--- config.mk ---
export PLATFORM = sky130hd
export DESIGN_NAME = adc_corr_top
export DESIGN_NICKNAME = d
export VERILOG_FILES = /design/src/rtl/adc_corr_pkg.sv /design/src/rtl/adc_corr_cfg.sv /design/src/rtl/adc_corr_sub.sv /design/src/rtl/adc_corr_mul.sv /design/src/rtl/adc_corr_top.sv
export SDC_FILE = /design/constraint.sdc
export NUM_CORES = 1
export LEC_CHECK = 0
export BUFFER_PORTS_ARGS = -buffer_cell sky130_fd_sc_hd__buf_2
export CELL_PAD_IN_SITES_DETAIL_PLACEMENT = 0
export CELL_PAD_IN_SITES_GLOBAL_PLACEMENT = 1
export CORE_ASPECT_RATIO = 0.75
export CORE_MARGIN = 3
export CORE_UTILIZATION = 46
export DETAILED_ROUTE_END_ITERATION = 8
export PLACE_DENSITY_LB_ADDON = 0.08
export SLEW_MARGIN = 15
export SYNTH_ARGS = -nofsm -noshare
export SYNTH_HDL_FRONTEND = slang
export SYNTH_SLANG_ARGS = --single-unit
--- constraint.sdc ---
create_clock -name clk -period 7.76 [get_ports clk]
set_input_delay 1.552 -clock clk [delete_from_list [all_inputs] [get_ports clk]]
set_output_delay 1.552 -clock clk [all_outputs]
set_load 0.02 [all_outputs]
--- src/rtl/adc_corr_pkg.sv ---
package adc_corr_pkg;
  typedef enum logic [1:0] {
    RES_FULL  = 2'b00,
    RES_TEN   = 2'b01,
    RES_EIGHT = 2'b10,
    RES_FULLB = 2'b11
  } res_e;

  localparam logic [1:0] ADDR_CTRL = 2'd0;
  localparam logic [1:0] ADDR_GAIN = 2'd1;
  localparam logic [1:0] ADDR_OFS  = 2'd2;
endpackage

--- src/rtl/adc_corr_cfg.sv ---
module adc_corr_cfg
  import adc_corr_pkg::*;
#(
  parameter int GAIN_W    = 12,
  parameter int GAIN_FRAC = 11,
  parameter int OFS_W     = 12,
  parameter int CFG_W     = 12
) (
  input  logic                    clk,
  input  logic                    rst_n,
  input  logic                    we,
  input  logic [1:0]              addr,
  input  logic [CFG_W-1:0]        wdata,
  output logic                    en_o,
  output res_e                    res_o,
  output logic [GAIN_W-1:0]       gain_o,
  output logic signed [OFS_W-1:0] ofs_o
);
  localparam logic [GAIN_W-1:0] GAIN_ONE = GAIN_W'(1) << GAIN_FRAC;
  localparam logic [GAIN_W-1:0] GAIN_MIN = GAIN_W'(1) << (GAIN_FRAC - 1);

  logic                    en_q, en_d;
  res_e                    res_q, res_d;
  logic [GAIN_W-1:0]       gain_q, gain_d, gain_w;
  logic signed [OFS_W-1:0] ofs_q, ofs_d;

  always_comb begin
    en_d   = en_q;
    res_d  = res_q;
    gain_d = gain_q;
    ofs_d  = ofs_q;
    gain_w = wdata[GAIN_W-1:0];
    if (we) begin
      unique case (addr)
        ADDR_CTRL: begin
          en_d  = wdata[0];
          res_d = res_e'(wdata[2:1]);
        end
        ADDR_GAIN: gain_d = (gain_w < GAIN_MIN) ? GAIN_MIN : gain_w;
        ADDR_OFS:  ofs_d  = $signed(wdata[OFS_W-1:0]);
        default: ;
      endcase
    end
  end

  always_ff @(posedge clk or negedge rst_n) begin
    if (!rst_n) begin
      en_q   <= 1'b0;
      res_q  <= RES_FULL;
      gain_q <= GAIN_ONE;
      ofs_q  <= '0;
    end else if (we) begin
      en_q   <= en_d;
      res_q  <= res_d;
      gain_q <= gain_d;
      ofs_q  <= ofs_d;
    end
  end

  assign en_o   = en_q;
  assign res_o  = res_q;
  assign gain_o = gain_q;
  assign ofs_o  = ofs_q;

  // the stored gain never drops below one half
  a_r5_gain_floor: assert property (@(posedge clk) disable iff (!rst_n)
    gain_q >= GAIN_MIN);
endmodule

--- src/rtl/adc_corr_sub.sv ---
module adc_corr_sub
  import adc_corr_pkg::*;
#(
  parameter int RAW_W  = 12,
  parameter int OFS_W  = 12,
  parameter int GAIN_W = 12,
  parameter int DIFF_W = RAW_W + 2
) (
  input  logic                     clk,
  input  logic                     rst_n,
  input  logic                     in_valid,
  input  logic [RAW_W-1:0]         in_data,
  input  logic                     en,
  input  res_e                     res,
  input  logic [GAIN_W-1:0]        gain,
  input  logic signed [OFS_W-1:0]  ofs,
  output logic                     s1_valid,
  output logic signed [DIFF_W-1:0] s1_diff,
  output logic                     s1_en,
  output res_e                     s1_res,
  output logic [GAIN_W-1:0]        s1_gain
);
  logic [DIFF_W-1:0] raw_ext, ofs_ext, diff_d;

  always_comb begin
    raw_ext = {{(DIFF_W-RAW_W){1'b0}}, in_data};
    ofs_ext = {{(DIFF_W-OFS_W){ofs[OFS_W-1]}}, ofs};
    diff_d  = en ? (raw_ext - ofs_ext) : raw_ext;
  end

  always_ff @(posedge clk or negedge rst_n) begin
    if (!rst_n) begin
      s1_valid <= 1'b0;
    end else begin
      s1_valid <= in_valid;
    end
  end

  always_ff @(posedge clk or negedge rst_n) begin
    if (!rst_n) begin
      s1_diff <= '0;
      s1_en   <= 1'b0;
      s1_res  <= RES_FULL;
      s1_gain <= '0;
    end else if (in_valid) begin
      s1_diff <= $signed(diff_d);
      s1_en   <= en;
      s1_res  <= res;
      s1_gain <= gain;
    end
  end

  // an accepted sample occupies the first stage on the next cycle
  a_r2_stage1_fill: assert property (@(posedge clk) disable iff (!rst_n)
    in_valid |=> s1_valid);
endmodule

--- src/rtl/adc_corr_mul.sv ---
module adc_corr_mul
  import adc_corr_pkg::*;
#(
  parameter int DIFF_W    = 14,
  parameter int GAIN_W    = 12,
  parameter int GAIN_FRAC = 11,
  parameter int OUT_W     = 12
) (
  input  logic                     clk,
  input  logic                     rst_n,
  input  logic                     s1_valid,
  input  logic signed [DIFF_W-1:0] s1_diff,
  input  logic                     s1_en,
  input  res_e                     s1_res,
  input  logic [GAIN_W-1:0]        s1_gain,
  output logic                     out_valid,
  output logic [OUT_W-1:0]         out_data
);
  localparam int PROD_W = DIFF_W + GAIN_W + 1;
  localparam logic signed [PROD_W-1:0] HALF = PROD_W'(1) << (GAIN_FRAC - 1);

  function automatic logic [OUT_W-1:0] lim_of(input res_e r);
    case (r)
      RES_TEN:   lim_of = {OUT_W{1'b1}} >> (OUT_W - 10);
      RES_EIGHT: lim_of = {OUT_W{1'b1}} >> (OUT_W - 8);
      default:   lim_of = {OUT_W{1'b1}};
    endcase
  endfunction

  logic signed [PROD_W-1:0] prod, scaled, lim_ext;
  logic [OUT_W-1:0]         lim, data_d;

  always_comb begin
    prod    = $signed(s1_diff) * $signed({1'b0, s1_gain});
    scaled  = (prod + HALF) >>> GAIN_FRAC;
    lim     = lim_of(s1_res);
    lim_ext = $signed({{(PROD_W-OUT_W){1'b0}}, lim});
    if (!s1_en)                data_d = s1_diff[OUT_W-1:0];
    else if (scaled < 0)       data_d = '0;
    else if (scaled > lim_ext) data_d = lim;
    else                       data_d = scaled[OUT_W-1:0];
  end

  always_ff @(posedge clk or negedge rst_n) begin
    if (!rst_n) out_valid <= 1'b0;
    else        out_valid <= s1_valid;
  end

  always_ff @(posedge clk or negedge rst_n) begin
    if (!rst_n)        out_data <= '0;
    else if (s1_valid) out_data <= data_d;
  end

  // the first stage always drains into the output stage
  a_r2_stage2_fill: assert property (@(posedge clk) disable iff (!rst_n)
    s1_valid |=> out_valid);
  // a corrected output never exceeds the width limit it was issued with
  a_r7_no_overflow: assert property (@(posedge clk) disable iff (!rst_n)
    (s1_valid && s1_en) |=> (out_data <= lim_of($past(s1_res))));
endmodule

--- src/rtl/adc_corr_top.sv ---
module adc_corr_top
  import adc_corr_pkg::*;
#(
  parameter int RAW_W     = 12,
  parameter int GAIN_W    = 12,
  parameter int GAIN_FRAC = 11,
  parameter int OFS_W     = 12,
  parameter int CFG_W     = 12
) (
  input  logic             clk,
  input  logic             rst_n,
  input  logic             cfg_we,
  input  logic [1:0]       cfg_addr,
  input  logic [CFG_W-1:0] cfg_wdata,
  input  logic             in_valid,
  input  logic [RAW_W-1:0] in_data,
  output logic             out_valid,
  output logic [RAW_W-1:0] out_data
);
  localparam int DIFF_W = RAW_W + 2;

  logic                     en_q;
  res_e                     res_q;
  logic [GAIN_W-1:0]        gain_q;
  logic signed [OFS_W-1:0]  ofs_q;
  logic                     s1_valid, s1_en;
  logic signed [DIFF_W-1:0] s1_diff;
  res_e                     s1_res;
  logic [GAIN_W-1:0]        s1_gain;

  adc_corr_cfg #(.GAIN_W(GAIN_W), .GAIN_FRAC(GAIN_FRAC), .OFS_W(OFS_W), .CFG_W(CFG_W)) i_cfg (
    .clk(clk), .rst_n(rst_n), .we(cfg_we), .addr(cfg_addr), .wdata(cfg_wdata),
    .en_o(en_q), .res_o(res_q), .gain_o(gain_q), .ofs_o(ofs_q)
  );

  adc_corr_sub #(.RAW_W(RAW_W), .OFS_W(OFS_W), .GAIN_W(GAIN_W), .DIFF_W(DIFF_W)) i_sub (
    .clk(clk), .rst_n(rst_n), .in_valid(in_valid), .in_data(in_data),
    .en(en_q), .res(res_q), .gain(gain_q), .ofs(ofs_q),
    .s1_valid(s1_valid), .s1_diff(s1_diff), .s1_en(s1_en), .s1_res(s1_res), .s1_gain(s1_gain)
  );

  adc_corr_mul #(.DIFF_W(DIFF_W), .GAIN_W(GAIN_W), .GAIN_FRAC(GAIN_FRAC), .OUT_W(RAW_W)) i_mul (
    .clk(clk), .rst_n(rst_n), .s1_valid(s1_valid), .s1_diff(s1_diff), .s1_en(s1_en),
    .s1_res(s1_res), .s1_gain(s1_gain), .out_valid(out_valid), .out_data(out_data)
  );

  // output valid follows input valid by exactly two cycles
  a_r2_latency_hi: assert property (@(posedge clk) disable iff (!rst_n)
    in_valid |-> ##2 out_valid);
  a_r2_latency_lo: assert property (@(posedge clk) disable iff (!rst_n)
    !in_valid |-> ##2 !out_valid);
  // with correction off the raw code comes out untouched
  a_r3_passthrough: assert property (@(posedge clk) disable iff (!rst_n)
    (in_valid && !en_q) |-> ##2 (out_data == $past(in_data, 2)));
endmodule

==> flow_metrics.py, run 1 <==
metrics = {
    "logic_synthesis": {
        "ys_ff_latch": 70,
        "synth_top_family_by_area": "adder cells",
        "synth_area_um2": 10000,
        "syn_nets": 1346,
        "yosysSeqAreaShare_pct": 17.5,
        "synth_compound_gate_area_share_pct": 8.50,
        "synthMuxAreaShare_pct": 3.98,
        "synthXorXnorAreaFrac_pct": 2.19,
        "synth-edff-count": 0,
        "synth_fa_ha_area_share_pct": 43.7,
        "yosys_most_used_dff": "dfrtp_1",
        "syn-instance-count": 1062,
        "avgSynthCellArea_um2": 9.41,
        "ys_types": 57,
        "synth_simple_gate_area_share_pct": 14.7,
        "async_flop_share_pct": 100,
        "yosysWarnings": 0,
    },
    "timing": {
        "fmax_ghz": 0.134,
        "clock_skew_ns": 0.00720,
        "relSlewSlack_pct": 40.8,
        "setup_violations": 0,
        "hold_violations": 0,
        "tns_ns": 0,
        "maxSlewViolCount": 0,
        "fin_crit_sh_pct": 96.3,
        "worst_slew_pin_slew_ns": 0.887,
        "min_period_ns": 7.47,
        "rsz0062_at_grt": "no",
    },
    "cells_and_area": {
        "diodes": 0,
        "area_growth_pct": 12.2,
        "regArea_um2": 1770,
        "layout-drive-gt1-share_pct": 15.5,
        "multi_input_area_um2": 7420,
        "final_nets": 1404,
        "fill_cells": 1996,
    },
    "routing": {
        "wl_per_cell_um": 17.4,
        "routed_via_density": 5.05,
        "vias": 7131,
        "drtIter0Drc": 376,
        "drc": 0,
        "dr.pass1.iters": 5,
        "drtAntennaViolNets": 0,
        "totalWireLength_um": 24600,
    },
    "grt": {
        "grt-ovfl-total": 0,
        "grt_max_degree": 71,
        "antenna_found_initial": 0,
        "grt_first_pass_wirelength_um": 40200,
        "grt_pass1_vias": 7246,
        "grt_usage_pct": 21.7,
    },
    "place": {
        "io_buffers": 42,
        "routabilityCongestion": 0.862,
        "place_hpwl_um": 20600,
    },
    "setup_path": {
        "worstSetupEndpointType": "register",
        "path_class": "register to register",
        "crit_path_start_kind": "register",
        "cp.arrival_ns": 7.66,
        "crit_required_ns": 7.95,
        "startpoint": "i_sub.s1_gain[2]",
        "critPathMaxFanout": 9,
        "r2r-start": "i_sub.s1_gain[2]",
    },
    "clock_network": {
        "clk_latency_ns": 0.32,
        "cts_num_sinks": 70,
        "cts.clk_slew.worst_paths_ns": 0.06,
        "cts_buffers": 9,
        "cts_tree": "yes",
        "cts_buffer_depth": 2,
        "cts_max_level": 3,
        "cts_root_buf": "clkbuf_16",
    },
    "run_status": {
        "status": "finished, final reports clean",
    },
    "floorplanning": {
        "die_y_um": 134,
        "die_x_um": 176,
        "initial_core_util_pct": 47.1,
        "rows": 46,
        "core_area_um2": 21200,
        "io_pins": 43,
        "die_area_um2": 23600,
    },
    "min_path": {
        "hp-start": "i_cfg.gain_o[1]",
        "hold_path_class": "register to register",
    },
    "job": {
        "maxCapViolations": 0,
    },
}
worst max-delay path, cell delays in order, from the launching register on:
cell and delay, ns:
dfrtp_2 0.46, and2_1 0.19, fa_1 0.48, inv_1 0.05, fa_1 0.53, inv_1 0.05, fa_1 0.48, fa_1 0.57
fa_1 0.43, fa_1 0.49, ha_4 0.31, nand3_2 0.09, or4_4 0.53, and3b_4 0.22, a21oi_2 0.15, a211o_1 0.15
a21oi_1 0.08, xnor2_1 0.15, ha_1 0.28, nand4_1 0.09, or3_4 0.35, nor4_4 0.28, a41oi_2 0.20, or2_4 0.31
buf_6 0.15, mux2i_1 0.19, o21ai_1 0.08
layer usage:
metal  vias to the layer above  wire [um]  GRT usage (%)
met3                         9       1390           3.50
met5                         -          0              0
met2                       156      10100           30.6
li1                       3459          -              -
met1                      3507      13000           35.9
met4                         0        100           2.55
kinds of logic after synthesis:
| family | after synthesis |
|---|---|
| AND/OR/NAND/NOR | 299 |
| adder cells (fa/ha/maj) | 254 |
| buffers and inverters | 247 |
| AO/OA/AOI/OAI | 131 |
| flip-flops | 70 |
| multiplexers | 36 |
| XOR/XNOR | 25 |
registers in the layout, summed over array words and instances, names as in the netlist:
register / count
i_mul.out_data: 12
i_cfg.res_o: 2
i_sub.s1_diff: 14
i_cfg.gain_o: 12
i_sub.s1_gain: 12
i_sub.s1_en: 1
i_cfg.ofs_o: 12
i_cfg.en_o: 1
i_sub.s1_valid: 1
i_mul.out_valid: 1
i_sub.s1_res: 2
area by class of cell:
class                   instances  area share (%)
clock buffers                   9            2.01
clock inverters                 7           0.870
inverters                     204            6.83
multi-input cells             745            66.2
flip-flops and latches         70            15.8
well taps                     288            3.21
repair buffers                 90            5.14
synthesized netlist by cell type (all sizes together), types with 3 or more instances:
| cell | instances | area [um^2] |
|---|---|---|
| a21boi | 3 | 22.5 |
| nor4 | 3 | 18.8 |
| nand2b | 4 | 25.0 |
| o221ai | 7 | 61.3 |
| xnor2 | 16 | 140 |
| o21a | 7 | 52.6 |
| o21ai | 43 | 215 |
| nand3 | 13 | 65.1 |
| buf | 3 | 20.0 |
| or3 | 4 | 25.0 |
| a31oi | 8 | 50.1 |
| nor2b | 12 | 75.1 |
| and2 | 80 | 500 |
| a211oi | 7 | 52.6 |
| dfrtp | 69 | 1730 |
| nand2 | 125 | 469 |
| mux2 | 30 | 338 |
| o311ai | 5 | 51.3 |
| nand4 | 4 | 25.0 |
| a21oi | 30 | 154 |
| nor3 | 13 | 65.1 |
| a21o | 6 | 45.0 |
| ha | 95 | 1190 |
| mux2i | 6 | 60.1 |
| or2 | 3 | 18.8 |
| xor2 | 9 | 78.8 |
| nor2 | 30 | 113 |
| fa | 159 | 3180 |
| inv | 204 | 766 |
| clkbuf | 40 | 151 |
placed cells by master, fill, tap and decap left out, drive strengths merged, types with 3 or more instances in the layout:
master,synthesis,layout
a211oi,7,7
a21boi,3,3
a21o,6,6
a21oi,30,30
a31oi,8,8
and2,80,80
buf,3,90
clkbuf,40,9
dfrtp,69,69
fa,159,159
ha,95,95
inv,204,205
mux2,30,30
mux2i,6,6
nand2,125,125
nand2b,4,4
nand3,13,13
nand4,4,4
nor2,30,30
nor2b,12,12
nor3,13,13
nor4,3,3
o21a,7,7
o21ai,43,43
o221ai,7,7
o311ai,5,5
or2,3,3
or3,4,4
xnor2,16,16
xor2,9,9
per-stage QoR:
| step | area, um^2 | worst slack (ns) | util, % | std cells | hold slack (ns) |
|---|---|---|---|---|---|
| 2_1_floorplan | 10000 | 0.457 | - | 1062 | 0.444 |
| 3_3_place_gp | 10700 | 0.246 | 50.4 | 1389 | 0.460 |
| 3_5_place_dp | 10700 | 0.0592 | 50.4 | 1389 | 0.467 |
| 4_1_cts | 11000 | 0.0353 | 51.9 | 1405 | 0.483 |
| 5_1_grt | 11200 | 0.0242 | 52.8 | 1413 | 0.513 |
| 6_report | 11200 | 0.286 | 52.8 | 1413 | 0.474 |
path summary, 6_finish.rpt:
check                      cells past startpoint                  to  slack, ns
setup / recovery                              26  i_mul.out_data[10]       0.29
hold / removal                                 2     i_cfg.gain_o[1]       0.47
setup reg to reg                              26  i_mul.out_data[10]       0.29
hold reg to reg                                2     i_cfg.gain_o[1]       0.47
max in group asynchronous                      1   i_sub.s1_diff[10]       5.77
min in group asynchronous                      1      i_cfg.ofs_o[5]       1.35
what timing repair did:
item	4_1_cts	5_1_grt
gates resized for setup	0	35
hold buffers	0	0
buffers inserted	0	8
endpoints found under the setup margin	0	12
Power of run 1 is left out: the tool's default activity adds up to more than one toggle a clock period on the data nets, which glitch-free logic cannot reach.
==> inputs of run 2 (changes only) <==
--- a/config.mk
+++ b/config.mk
@@ -5,15 +5,18 @@
 export SDC_FILE = /design/constraint.sdc
 export NUM_CORES = 1
 export LEC_CHECK = 0
+export ABC_AREA = 1
 export BUFFER_PORTS_ARGS = -buffer_cell sky130_fd_sc_hd__buf_2
 export CELL_PAD_IN_SITES_DETAIL_PLACEMENT = 0
 export CELL_PAD_IN_SITES_GLOBAL_PLACEMENT = 1
 export CORE_ASPECT_RATIO = 0.75
 export CORE_MARGIN = 3
-export CORE_UTILIZATION = 46
+export CORE_UTILIZATION = 43
 export DETAILED_ROUTE_END_ITERATION = 8
+export GPL_ROUTABILITY_DRIVEN = 0
 export PLACE_DENSITY_LB_ADDON = 0.08
 export SLEW_MARGIN = 15
 export SYNTH_ARGS = -nofsm -noshare
 export SYNTH_HDL_FRONTEND = slang
+export SYNTH_HIERARCHICAL = 1
 export SYNTH_SLANG_ARGS = --single-unit
==> flow_metrics.py, run 2 <==
metrics = {
    "logic_synthesis": {
        "synth_area_leader_cell": "fa_1",
        "ys_ff_latch": 70,
        "synth-edff-count": 0,
        "synthTopCellsByArea": "fa_1, nand2_1, dfrtp_1",
        "yosys_most_used_dff": "dfrtp_1",
        "yosysWarnings": 6,
        "ys_types": 36,
        "syn-instance-count": 1540,
        "async_flop_share_pct": 100,
        "yosysTopAreaCellShare_pct": 28.5,
        "synth_area_um2": 11200,
        "syn_nets": 1824,
        "yosys.cell_count.top_type": "nand2_1",
        "netlist_top_cells_count": "nand2_1, inv_1, fa_1, ha_1, nor2_1",
        "yosysSeqAreaShare_pct": 15.7,
        "avgSynthCellArea_um2": 7.27,
    },
    "timing": {
        "tns_ns": 0,
        "min_period_ns": 7.23,
        "fmax_ghz": 0.138,
        "maxSlewViolCount": 0,
        "setup_violations": 0,
        "worst_slew_pin_slew_ns": 0.935,
        "holdWs_ns": 0.473,
        "clock_skew_ns": 0.00997,
        "hold_violations": 0,
        "fin_crit_sh_pct": 93.1,
        "rsz0062_at_grt": "no",
        "relSlewSlack_pct": 37.7,
    },
    "cells_and_area": {
        "final_cell_mix": "nand2_1, inv_1, fa_1, ha_1, nor2_1",
        "multi_input_area_um2": 7790,
        "final_cells": 1905,
        "design_area_um2": 12000,
        "fill_cells": 2628,
        "final_nets": 1846,
        "diodes": 0,
        "area_growth_pct": 7.37,
        "final_common_cell": "nand2_1",
        "largest_reg_flops": 14,
        "layout-drive-gt1-share_pct": 7.02,
        "largest_register": "i_sub/s1_diff",
        "regArea_um2": 1750,
    },
    "clock_network": {
        "cts_max_level": 3,
        "cts_buffers": 9,
        "cts_root_buf": "clkbuf_16",
        "cts_buffer_depth": 2,
        "cts.clk_slew.worst_paths_ns": 0.06,
        "clk_latency_ns": 0.34,
        "cts_tree": "yes",
        "cts_num_sinks": 70,
    },
    "place": {
        "place_hpwl_um": 25400,
        "place_inst": 1889,
        "placed_cell_area_um2": 11700,
        "io_buffers": 42,
    },
    "routing": {
        "dr.pass1.iters": 5,
        "drtIter0Drc": 494,
        "drtAntennaViolNets": 0,
        "vias": 8981,
        "drc": 0,
        "totalWireLength_um": 30500,
        "routed_via_density": 4.71,
        "wl_per_cell_um": 16.0,
    },
    "floorplanning": {
        "initial_core_util_pct": 44.3,
        "die_y_um": 146,
        "rows": 50,
        "io_pins": 43,
        "die_area_um2": 28000,
        "core_area_um2": 25300,
        "die_x_um": 192,
    },
    "setup_path": {
        "worstSetupEndpointType": "register",
        "path_class": "register to register",
        "crit_required_ns": 7.98,
        "critPathMaxFanout": 15,
        "cp.arrival_ns": 7.44,
        "cp.buffers_inverters": 7,
        "max_stage_delay_ns": 0.74,
        "cp_top_family": "adder cells",
        "critPathSlowestCell": "dfrtp_1",
        "path_common_cell": "nand2_1",
        "crit_path_start_kind": "register",
    },
    "job": {
        "maxCapViolations": 0,
    },
    "grt": {
        "grt_usage_pct": 22.7,
        "antenna_found_initial": 0,
        "grt_max_degree": 71,
        "grt_first_pass_wirelength_um": 49600,
        "grt_pass1_vias": 8956,
        "grt-ovfl-total": 0,
    },
    "run_status": {
        "status": "finished, final reports clean",
    },
    "min_path": {
        "hold_path_class": "register to register",
    },
}
-- run 2: metrics by stage --
step	worst slack, ns	utilization [%]
2_1_floorplan	1.38	-
3_3_place_gp	0.671	46.3
3_5_place_dp	0.527	46.3
4_1_cts	0.521	47.5
5_1_grt	0.0340	47.5
6_report	0.535	47.5
-- run 2: final timing paths --
| kind | end | slack, ns | from | cells after the start |
|---|---|---|---|---|
| max in group asynchronous | i_sub/s1_gain[2] | 5.75 | rst_n | 1 |
| max | i_mul/out_data[8] | 0.53 | i_sub/s1_gain[4] | 29 |
| min reg2reg | i_sub/s1_gain[8] | 0.47 | i_cfg/gain_o[8] | 2 |
| min in group asynchronous | i_cfg/ofs_o[8] | 1.32 | rst_n | 1 |
| max reg2reg | i_mul/out_data[8] | 0.53 | i_sub/s1_gain[4] | 29 |
| min | i_sub/s1_gain[8] | 0.47 | i_cfg/gain_o[8] | 2 |
-- run 2: final cells by class --
type,instances,area share (%)
flip-flops and latches,70,14.6
well taps,338,3.52
clock inverters,7,0.667
multi-input cells,1041,64.8
clock buffers,9,1.87
inverters,388,12.1
repair buffers,52,2.40
-- run 2: tightest hold or removal path, delay by kind of cell, from the launching register on --
kind             cells  cell delay (ns)
flip-flops           1             0.34
AND/OR/NAND/NOR      2             0.10
-- run 2: logic make-up after synthesis --
logic type / Yosys count / share of synthesized area [%]
DFF: 70 / 15.7
AOI/OAI and AO/OA: 80 / 4.23
adders and majority gates: 254 / 39.1
xor gates and xnor gates: 11 / 0.861
buffers and inverters: 429 / 14.7
and+or+nand+nor: 696 / 25.4
-- run 2: layer usage --
layer / part of all wire, % / global-route usage [%]
met3: 3.8 / 2.89
met1: 53 / 35.7
met4: 0.74 / 2.48
met5: 0 / 0
met2: 43 / 34.3
-- run 2: repair_timing --
item	in CTS	in global routing
hold buffers	0	0
buffers inserted	0	0
endpoints found under the setup margin	0	1
gates resized for setup	0	1
Power of run 2 is left out for the same reason.
